--- src/rtl/invtx_pkg.sv ---
package invtx_pkg;
  typedef enum logic [1:0] {
    PH_IDLE  = 2'd0,
    PH_START = 2'd1,
    PH_DATA  = 2'd2,
    PH_STOP  = 2'd3
  } phase_e;
endpackage

--- src/rtl/invtx_deadline.sv ---
// Frame-relative tick counter with an accumulated deadline.
module invtx_deadline #(
  parameter int CNT_W = 9
) (
  input  logic             clk,
  input  logic             rst,
  input  logic             load,
  input  logic             run,
  input  logic             tick,
  input  logic [CNT_W-1:0] first_len,
  input  logic [CNT_W-1:0] next_len,
  output logic             cell_done
);
  logic [CNT_W-1:0] elapsed_q;
  logic [CNT_W-1:0] deadline_q;
  logic [CNT_W-1:0] elapsed_inc;

  assign elapsed_inc = elapsed_q + 1'b1;
  assign cell_done   = run && tick && (elapsed_inc == deadline_q);

  always_ff @(posedge clk) begin
    if (rst) begin
      elapsed_q  <= '0;
      deadline_q <= '0;
    end else if (load) begin
      elapsed_q  <= '0;
      deadline_q <= first_len;
    end else if (run && tick) begin
      elapsed_q <= elapsed_inc;
      if (cell_done) deadline_q <= deadline_q + next_len;
    end
  end
endmodule

--- src/rtl/invtx_shifter.sv ---
// Holds the byte, exposes current and upcoming bit, tracks the bit index.
module invtx_shifter #(
  parameter int DATA_BITS = 8,
  localparam int IDX_W = (DATA_BITS > 1) ? $clog2(DATA_BITS) : 1
) (
  input  logic                 clk,
  input  logic                 rst,
  input  logic                 load,
  input  logic                 shift,
  input  logic [DATA_BITS-1:0] din,
  output logic                 cur_bit,
  output logic                 nxt_bit,
  output logic                 last_bit
);
  logic [DATA_BITS-1:0] data_q;
  logic [IDX_W-1:0]     idx_q;

  assign cur_bit  = data_q[0];
  assign last_bit = (idx_q == IDX_W'(DATA_BITS - 1));

  generate
    if (DATA_BITS > 1) begin : g_multi
      assign nxt_bit = data_q[1];
    end else begin : g_single
      assign nxt_bit = 1'b0;
    end
  endgenerate

  always_ff @(posedge clk) begin
    if (rst) begin
      data_q <= '0;
      idx_q  <= '0;
    end else if (load) begin
      data_q <= din;
      idx_q  <= '0;
    end else if (shift) begin
      data_q <= data_q >> 1;
      idx_q  <= idx_q + 1'b1;
    end
  end
endmodule

--- src/rtl/invtx_top.sv ---
module invtx_top #(
  parameter int DATA_BITS   = 8,
  parameter int START_TICKS = 34,
  parameter int DATA_TICKS  = 35,
  parameter int STOP_TICKS  = 34
) (
  input  logic                 clk,
  input  logic                 rst,
  input  logic                 tick_i,
  input  logic                 in_valid,
  input  logic [DATA_BITS-1:0] in_data,
  output logic                 in_ready,
  output logic                 line_o,
  output logic                 busy_o
);
  import invtx_pkg::*;

  localparam int FRAME_TICKS = START_TICKS + DATA_BITS * DATA_TICKS + STOP_TICKS;
  localparam int CNT_W       = $clog2(FRAME_TICKS + 1);

  phase_e           phase_q, phase_d;
  logic             line_q, line_d;
  logic             accept, cell_done, run;
  logic             cur_bit, nxt_bit, last_bit, shift;
  logic [CNT_W-1:0] next_len;

  assign in_ready = (phase_q == PH_IDLE);
  assign busy_o   = (phase_q != PH_IDLE);
  assign line_o   = line_q;
  assign accept   = in_valid && in_ready;
  assign run      = busy_o;
  assign shift    = cell_done && (phase_q == PH_DATA) && !last_bit;

  invtx_deadline #(.CNT_W(CNT_W)) u_deadline (
    .clk       (clk),
    .rst       (rst),
    .load      (accept),
    .run       (run),
    .tick      (tick_i),
    .first_len (CNT_W'(START_TICKS)),
    .next_len  (next_len),
    .cell_done (cell_done)
  );

  invtx_shifter #(.DATA_BITS(DATA_BITS)) u_shifter (
    .clk      (clk),
    .rst      (rst),
    .load     (accept),
    .shift    (shift),
    .din      (in_data),
    .cur_bit  (cur_bit),
    .nxt_bit  (nxt_bit),
    .last_bit (last_bit)
  );

  always_comb begin
    phase_d  = phase_q;
    line_d   = line_q;
    next_len = '0;
    case (phase_q)
      PH_IDLE: begin
        line_d = 1'b0;
        if (accept) begin
          phase_d = PH_START;
          line_d  = 1'b1;
        end
      end
      PH_START: begin
        next_len = CNT_W'(DATA_TICKS);
        if (cell_done) begin
          phase_d = PH_DATA;
          line_d  = ~cur_bit;
        end
      end
      PH_DATA: begin
        next_len = last_bit ? CNT_W'(STOP_TICKS) : CNT_W'(DATA_TICKS);
        if (cell_done) begin
          if (last_bit) begin
            phase_d = PH_STOP;
            line_d  = 1'b0;
          end else begin
            line_d = ~nxt_bit;
          end
        end
      end
      PH_STOP: begin
        if (cell_done) begin
          phase_d = PH_IDLE;
          line_d  = 1'b0;
        end
      end
      default: begin
        phase_d = PH_IDLE;
        line_d  = 1'b0;
      end
    endcase
  end

  always_ff @(posedge clk) begin
    if (rst) begin
      phase_q <= PH_IDLE;
      line_q  <= 1'b0;
    end else begin
      phase_q <= phase_d;
      line_q  <= line_d;
    end
  end
endmodule

--- config.mk ---
export PLATFORM = sky130hd
export DESIGN_NAME = invtx_top
export DESIGN_NICKNAME = d
export VERILOG_FILES = /design/src/rtl/invtx_pkg.sv /design/src/rtl/invtx_deadline.sv /design/src/rtl/invtx_shifter.sv /design/src/rtl/invtx_top.sv
export SDC_FILE = /design/constraint.sdc
export NUM_CORES = 1
export LEC_CHECK = 0
export ABC_AREA = 1
export BUFFER_PORTS_ARGS = -buffer_cell sky130_fd_sc_hd__buf_2
export CAP_MARGIN = 0
export CELL_PAD_IN_SITES_DETAIL_PLACEMENT = 0
export CELL_PAD_IN_SITES_GLOBAL_PLACEMENT = 1
export CORE_MARGIN = 8
export CORE_UTILIZATION = 43
export DETAILED_ROUTE_END_ITERATION = 8
export MAX_ROUTING_LAYER = met4
export PLACE_DENSITY = 0.85
export SETUP_SLACK_MARGIN = 0.02
export SLEW_MARGIN = 10
export SYNTH_ARGS = -nofsm -noshare
export SYNTH_HDL_FRONTEND = slang
export SYNTH_SLANG_ARGS = --single-unit
--- constraint.sdc ---
create_clock -name clk -period 3.55 [get_ports clk]
set_clock_uncertainty 0.2 [all_clocks]
set_input_delay 0.355 -clock clk [delete_from_list [all_inputs] [get_ports clk]]
set_output_delay 0.355 -clock clk [all_outputs]
set_load 0.05 [all_outputs]
; ---- Word level (Yosys, flattened, before mapping)
; Index checks and enable logic that the tools add are counted.
[word_totals]
out_inout_bits = 3
reg_bits = 32
mem_count = 0
rom_bits = 0
ramBits = 0
latchBits = 0
in_bits = 12
word_cells = 57
[classes]
n_mux = 19
shift = 0
eq_ne = 10
div_mod_pow = 0
bitwise_logic = 2
order_cmp = 0
mul = 0
reduce_logical = 16
n_addsub = 3
[ops]
columns = op, count
row1 = $mux W6, 3
row2 = $mux W8, 2
row3 = $pmux W6 S2, 1
row4 = $mux W2, 5
row5 = $add A9 B1 Y9 const B, 1
row6 = $add A9 B6 Y9, 1
row7 = $eq A9 B9 Y1, 1
row8 = $ne A2 B2 Y1 const B, 4
row9 = $pmux W2 S4, 1
row10 = $reduce_bool A2 Y1, 4
row11 = $mux W1, 6
row12 = $logic_and A1 B1 Y1, 5
row13 = $reduce_and A5 Y1, 1
row14 = $eq A2 B2 Y1 const B, 2
row15 = $pmux W1 S4, 1
row16 = $reduce_and A2 Y1, 2
row17 = $add A3 B1 Y3 const B, 1
row18 = $eq A3 B3 Y1 const B, 1
row19 = $reduce_and A3 Y1, 1
row20 = $eq A2 B1 Y1 const B, 1
row21 = $logic_not A2 Y1, 1
row22 = $ne A2 B1 Y1 const B, 1
row23 = $not A1 Y1, 2
row24 = $reduce_or A2 Y1, 1
row25 = $logic_not A1 Y1, 1

; ---- Longest topological paths before layout
; Gate-level depths: netlist of run 1.
[depth]
depth_word = 7
depth_mapped = 16
depth_no_buf = 16

; ---- Hierarchy
; Synthesis of run 1 repeated with hierarchy kept, for this count alone.
[unflattened]
hier_cells = 366
area_unflattened_um2 = 2333.5
[modules_own_cells]
columns = module, instances, seq_area_each_um2, cells_per_inst, area_per_inst_um2
row1 = invtx_deadline, 1, 360.3, 240, 1501.4
row2 = invtx_shifter, 1, 220.2, 77, 531.8
row3 = invtx_top, 1, 60.1, 49, 300.3

; ---- Worst setup path before layout of run 1
; No wires, ideal clock.
[synth_timing]
path_kind = reg2reg
startpoint = register phase_q[0]
endpoint = register u_shifter.data_q[5]
synth_period_minus_slack_ps = 2824
path_slack_ps = 726
path_buffers = 1
setup_ps = 113
arrival_ps = 2511
stages_incl_launch_ff = 16
t_required_ps = 3237
path_cell_list = dfxtp_1 inv_1 ha_1 inv_1 nand2_1 nor2_1 nand3b_1 nor2_1 nand4_1 nor2_4 nand4_4 nand2_4 buf_12 nand2_1 nand2_1 nor2_1
[synth_between]
word_cells_on_any_way = 10
cone_classes = 1 x eq/ne / 1 x mux / 8 x reduce/logical
[synth_rtl]
columns = item, line
row1 = "start, declared", invtx_top.sv:21  ; phase_e phase_q, phase_d;
row2 = "start signal, assigned", invtx_top.sv:104  ; phase_q <= phase_d;
row3 = $logic_not A2 Y1 (*), invtx_top.sv:27  ; assign in_ready = (phase_q == PH_IDLE);
row4 = via in_ready, invtx_top.sv:12  ; output logic in_ready,
row5 = $logic_and A1 B1 Y1 (*), invtx_top.sv:30  ; assign accept = in_valid && in_ready;
row6 = $mux W8 or $reduce_bool A2 Y1 (tied branches), -
row7 = "end signal, assigned", invtx_shifter.sv:34  ; data_q <= din;
row8 = "end signal, assigned", invtx_shifter.sv:37  ; data_q <= data_q >> 1;
row9 = "end, declared", invtx_shifter.sv:15  ; logic [DATA_BITS-1:0] data_q;
; The timed path passes the listed nets; every way through them passes the cells marked *.
; A chain may end at the register's enable or synchronous reset.

; ---- Final worst setup path of run 1
[layout_timing]
startpoint = register u_shifter.idx_q[0]
endpoint = register u_deadline.deadline_q[8]
[layout_between]
elab_chain_len = 4
[layout_rtl]
columns = item, line
row1 = "start, declared", invtx_shifter.sv:16  ; logic [IDX_W-1:0] idx_q;
row2 = "start signal, assigned", invtx_shifter.sv:38  ; idx_q <= idx_q + 1'b1;
row3 = $eq A3 B3 Y1, invtx_shifter.sv:19  ; assign last_bit = (idx_q == IDX_W'(DATA_BITS - 1));
row4 = $mux W1, invtx_top.sv:76  ; next_len = last_bit ? CNT_W'(STOP_TICKS) : CNT_W'(DATA_TICKS);
row5 = $pmux W6 S2, invtx_top.sv:60  ; case (phase_q)
row6 = $add A9 B6 Y9, invtx_deadline.sv:30  ; if (cell_done) deadline_q <= deadline_q + next_len;
row7 = "end signal, assigned", invtx_deadline.sv:27  ; deadline_q <= first_len;
row8 = "end signal, assigned", invtx_deadline.sv:30
row9 = "end, declared", invtx_deadline.sv:15  ; logic [CNT_W-1:0] deadline_q;
; Every way passes these cells.

==> reports/results.tsv, run 1 <==
metric	value	unit
nets	351	
hp-start	rst	
grt_antenna_before_repair	0	
crit_required	3570	ps
syn_area	2123	µm²
clock-sinks	32	
vias	1955	
post_drt_via_cell_ratio	4.937	
met3_usage	3.119	%
overflow	0	
cts_resized	0	
timing.final.crit_share	80.96	%
die_h	86.27	µm
syn_avg_cell_area	6.827	µm²
ios	15	
r2r_cells	14	
path_class	flop to flop	
die_width	86.27	µm
worst_slack	676.1	ps
arrival	2890	ps
seq_area	640.6	µm²
min_path_type	input pin to flop	
worstSetupStartpointType	flop	
setup.worst_path.start	u_shifter.idx_q[0]	
htree_levels	2	
holdPathStages	2	
final_layout_size_suffix_gt1_share	13.07	%
setup_viol	0	
worstMarginPinSlew	485.8	ps
fin_crit	2874	ps
gr-usage-met2	21.97	%
routabilityCongestion	0.8378	
status	finished clean	
clkSlewWorstSetupHoldPaths	80	ps
utilization	49.74	%
initial_core_util	44.66	%
num_rows	25	
maxCapViolCount	0	
ys.flop_type	dfxtp_1	
p_total	1.557	mW
wl_per_cell	11.89	µm
grt_pass1_wl	8128	µm
drc	0	
syn_nets	334	
area_growth	11.37	%
ys_ff_latch	32	
dieArea	7443	µm²
drt-pass1-iter-count	4	
clock_path_buffers	2	
cts_tree	done	
hpwlAfterDp	3668	µm
synthArstFlopShare	0	%
drt_iter0_markers	115	
grtUsageTotal	13.87	%
core	4755	µm²
yosysSeqAreaShare	30.17	%
slew_viol_final	0	
postSynthCellCount	311	
place_ws	663.8	ps
grt_use_met1	16.90	%
post-cts-setup-buffer-count	0	
first_global_vias	1786	
r2r-start	u_shifter.idx_q[0]	
p_leak	1.142	nW
max_freq	348.0	MHz
routed_wirelength	4709	µm
multiInputGateArea	1275	µm²
clkLatencyLatePin	290	ps
port_buffers	14	
vdd_ir_drop_max	0.2578	mV
synth_edf_count	0	
ant_nets	0	
p_per_area	658.6	nW/µm²
top_usage_layer	met2	
cp-end-kind	flop	
diodes	0	
ys_warn_count	0	
rsz0062_at_grt	false	
grt_max_degree	19	
cts_buffers	5	
ys_types	32	
setup_tns	0	ps
fillerInstances	512	
clock-root-buffer	clkbuf_8	
postCtsHoldBufs	0	
relSlewSlack	67.42	%
finalHoldViolations	0	
path_max_fanout	3	
[cell usage in the layout, fill, tap and decap left out, drive strengths merged]
cell      count
o32ai         1
clkbuf        5
a21oi        18
clkinv        2
xnor3         1
fa            1
inv          44
xor2          5
nand2        78
dfxtp        32
ha           10
o21ai        14
o22ai         1
nand4         8
o211ai        3
buf          16
nor2         46
mux2i         7
nand3        30
nor3          2
clkinvlp      1
nand3b        1
nor3b         2
bufinv        1
[area by class of cell]
class | instances | area share (%)
multi-input combinational | 228 | 53.92
clock inverter | 3 | 1.799
tap | 67 | 3.545
inverter | 45 | 7.143
timing repair buffer | 16 | 3.598
sequential | 32 | 27.09
clock buffer | 5 | 2.910
[path summary, 6_finish.rpt]
check	endpoint	slack, ps
setup / recovery	u_deadline.deadline_q[8]	680
hold / removal	u_deadline.deadline_q[5]	80
setup reg to reg	u_deadline.deadline_q[8]	680
hold reg to reg	u_shifter.data_q[3]	290
[kinds of logic after synthesis]
logic type	synth area share, %
xor gates and xnor gates	3.182
muxes	3.300
AOI/OAI and AO/OA	9.488
adders and majority gates	6.836
and+or+nand+nor	37.24
DFF	30.17
buffers and inverters	9.781
[worst max-delay path: stages (launching register included)]
cell and delay, ps:
dfxtp_1 330, ha_1 200, ha_1 180, nor2_1 210, inv_1 110, a21oi_1 150
ha_1 180, inv_1 50, fa_1 390, nor3_1 190, inv_1 80, o32ai_1 140
xor2_1 170, nand3_1 90, a21oi_1 130
[synth_stat cells, types with 3 or more instances]
library cell  count  area (µm²)
o21ai_0          12       60.06
o211ai_1          3       22.52
nand4_1           7       43.79
xor2_1            5       43.79
nor2_4            3       33.78
a21oi_1          18       90.09
mux2i_1           7       70.07
ha_1             10       125.1
clkbuf_1          4       15.01
nand2_2           3       18.77
nor2_1           42       157.7
inv_1            43       161.4
nand2_1          73       274.0
nand3_2           6       60.06
dfxtp_1          32       640.6
nand3_1          24       120.1
[registers in the layout, summed over array words and instances, names as in the netlist]
register	cells
line_o	1
u_shifter.idx_q	3
u_deadline.deadline_q	9
u_deadline.elapsed_q	9
phase_q	2
u_shifter.data_q	8
[metal layers]
metal	share of wire, %	vias to the layer above	wire, µm
met5	0	-	0
met4	1.3	0	61
met3	4.6	5	217
met2	45	37	2139
met1	49	876	2291
li1	-	1037	-
[power breakdown]
| part | total (mW) | switching, mW | leakage, nW | internal (mW) |
|---|---|---|---|---|
| logic | 0.690 | 0.452 | 0.826 | 0.238 |
| registers | 0.510 | 0.0728 | 0.261 | 0.437 |
| clock network | 0.357 | 0.150 | 0.0541 | 0.208 |
[stage by stage]
stage	instance area [µm²]	hold WS (ps)	std cells
after detailed placement	2253	272.0	388
after global placement	2253	263.1	388
after floorplan	2123	224.1	311
final	2365	78.73	396
after CTS	2365	72.07	396
after global routing	2365	84.33	396
Note: power is estimated with default switching activity, not from simulation.
==> inputs of run 2 (changes only) <==
==> constraint.sdc (replaced) <==
create_clock -name clk -period 2.9 [get_ports clk]
set_clock_uncertainty 0.2 [all_clocks]
set_input_delay 0.29 -clock clk [delete_from_list [all_inputs] [get_ports clk]]
set_output_delay 0.29 -clock clk [all_outputs]
set_load 0.05 [all_outputs]
==> reports/results.tsv, run 2 (synthesis results as in run 1) <==
metric	value	unit	change
placed_area	2261	µm²	+0.33%
utilization	50.29	%	+0.55 points
path_max_fanout	3		unchanged
p_leak	1.140	nW	-0.14%
die_h	86.27	µm	unchanged
drt_iter0_markers	72		-37%
ant_nets	0		unchanged
clock-root-buffer	clkbuf_8		
status	finished clean		
area_growth	12.61	%	
first_global_vias	1736		-2.8%
post-cts-setup-buffer-count	0		unchanged
worstSetupEndpoint	u_deadline.deadline_q[8]		
timing.final.crit_share	92.44	%	+11 points
cts_buffers	5		unchanged
dieArea	7443	µm²	unchanged
diodes	0		unchanged
die_width	86.27	µm	unchanged
htree_levels	2		unchanged
worstMarginPinSlew	685.4	ps	+199.6 ps
routabilityCongestion	0.8374		about the same
drt-pass1-iter-count	4		unchanged
crit_top_cell	inv_1		
maxCapViolCount	0		unchanged
core	4755	µm²	unchanged
wl_per_cell	11.82	µm	-0.57%
clkLatencyLatePin	290	ps	about the same
clock_path_buffers	2		unchanged
fin_area	2391	µm²	+1.1%
p_switching	825.9	µW	+22%
initial_core_util	44.66	%	unchanged
min_path_type	input pin to flop		
reg_top3	u_deadline.deadline_q (9), u_deadline.elapsed_q (9), u_shifter.data_q (8)		
place_ws	123.2	ps	-540.6 ps
rr_endpoint	u_deadline.deadline_q[8]		
num_rows	25		unchanged
p_per_area	775.0	nW/µm²	+18%
max_freq	373.0	MHz	+7.2%
drc	0		unchanged
setup_viol	0		unchanged
clock-sinks	32		unchanged
crit_cells	14		unchanged
cp_cell_sequence	ha_1 -> ha_1 -> nor2_2 -> inv_1 -> a21oi_2 -> ha_2 -> inv_1 -> fa_2 -> nor3_2 -> inv_1 -> o32ai_2 -> xor2_1 -> nand3_1 -> a21oi_2		
cts_tree	done		
power.share.switching	44.57	%	+1.3 points
crit_required	2930	ps	-640 ps
post_drt_via_cell_ratio	4.899		-0.76%
p_int	1.027	mW	+16%
finalHoldViolations	0		unchanged
pwr-share-comb	46.6	%	+2.3 points
setup.worst_path.start	u_shifter.idx_q[0]		
grtUsageTotal	13.65	%	-0.23 points
grt_antenna_before_repair	0		unchanged
pwr-share-seq	33.7	%	+1.0 points
final_common_cell	nand2_1		
hpwlAfterDp	3639	µm	-0.79%
rrSetupSlack	220	ps	-460 ps
port_buffers	14		unchanged
overflow	0		unchanged
pwr-share-clk	19.8	%	-3.1 points
rsz0062_at_grt	true		
vdd_ir_drop_max	0.4901	mV	+90%
arrival	2710	ps	-180 ps
clkSlewWorstSetupHoldPaths	80	ps	about the same
grt_pass1_wl	7935	µm	-2.4%
grt_max_degree	19		unchanged
critical_path.top_delay_family	adder cells		
cp_slowest_cell	fa_2		
nets	352		+0.28%
fin_crit	2681	ps	-193.1 ps
path_class	flop to flop		
ios	15		unchanged
worst_slack	219.2	ps	-456.9 ps
r2r_cells	14		unchanged
fillerInstances	552		+7.8%
cp-end-kind	flop		
r2r-start	u_shifter.idx_q[0]		
layout_common_cells	72 x nand2_1, 43 x inv_1, 40 x nor2_1		
worstSetupStartpointType	flop		
vias	1945		-0.51%
max_stage_delay	360	ps	-30 ps
final_layout_size_suffix_gt1_share	16.36	%	+3.3 points
relSlewSlack	54.14	%	-13 points
slew_viol_final	0		unchanged
routed_wirelength	4694	µm	-0.32%
critPathBufInv	3		unchanged
[run 2: cell count changes in the layout (fill, tap and decap cells not counted), moves of 2 or more]
| cell | before | now |
|---|---|---|
| nor2_2 | 1 | 3 |
| a21oi_1 | 18 | 16 |
| nor2_1 | 42 | 40 |
| a21oi_2 | 0 | 2 |
[run 2: worst min path at each step]
stage | startpoint | cells after the start | end
finish | rst | 2 | line_o
global route | rst | 2 | line_o
CTS | rst | 2 | line_o
detailed placement | u_shifter.data_q[6] | 2 | u_shifter.data_q[6]
global placement | u_shifter.data_q[2] | 2 | u_shifter.data_q[2]
floorplan | rst | 1 | line_o
[run 2: metal layers]
metal	routed length [µm]	global-route usage, %	vias to the layer above	share of wire (%)
met5	0	-	-	0
met4	57	4.225	0	1.2
met3	128	3.403	7	2.7
met2	2141	21.34	21	46
met1	2367	16.88	881	50
li1	-	-	1036	-
[run 2: power by group through the flow]
stage / registers, mW / clock network (mW) / logic [mW]
global route: 0.638 / 0.401 / 0.993
CTS: 0.624 / 0.376 / 0.851
detailed placement: 0.634 / 0 / 0.847
floorplan: 0.636 / 0 / 0.673
finish: 0.624 / 0.366 / 0.863
global placement: 0.631 / 0 / 0.844
[run 2: through the flow]
| step | power, mW | setup TNS (ps) | cells | hold slack (ps) |
|---|---|---|---|---|
| floorplan | 1.310 | 0 | 311 | 159.1 |
| global placement | 1.475 | 0 | 389 | 263.3 |
| detailed placement | 1.482 | 0 | 389 | 276.9 |
| CTS | 1.851 | 0 | 397 | 17.53 |
| global route | 2.032 | -24.82 | 397 | 26.03 |
| finish | 1.853 | 0 | 397 | 20.31 |
[run 2: repair_timing]
item | 4_1_cts | 5_1_grt
hold buffers | 0 | 0
resized for setup | 0 | 10
endpoints found under the setup margin | 0 | 6
[run 2: area by class of cell]
| type | count | area, µm² | share of cell area (%) |
|---|---|---|---|
| multi-input combinational | 228 | 1313 | 54.89 |
| sequential | 32 | 640.6 | 26.79 |
| inverter | 45 | 168.9 | 7.064 |
| timing repair buffer | 17 | 92.59 | 3.872 |
| tap | 67 | 83.83 | 3.506 |
| clock buffer | 6 | 82.58 | 3.454 |
| clock inverter | 2 | 10.01 | 0.4186 |
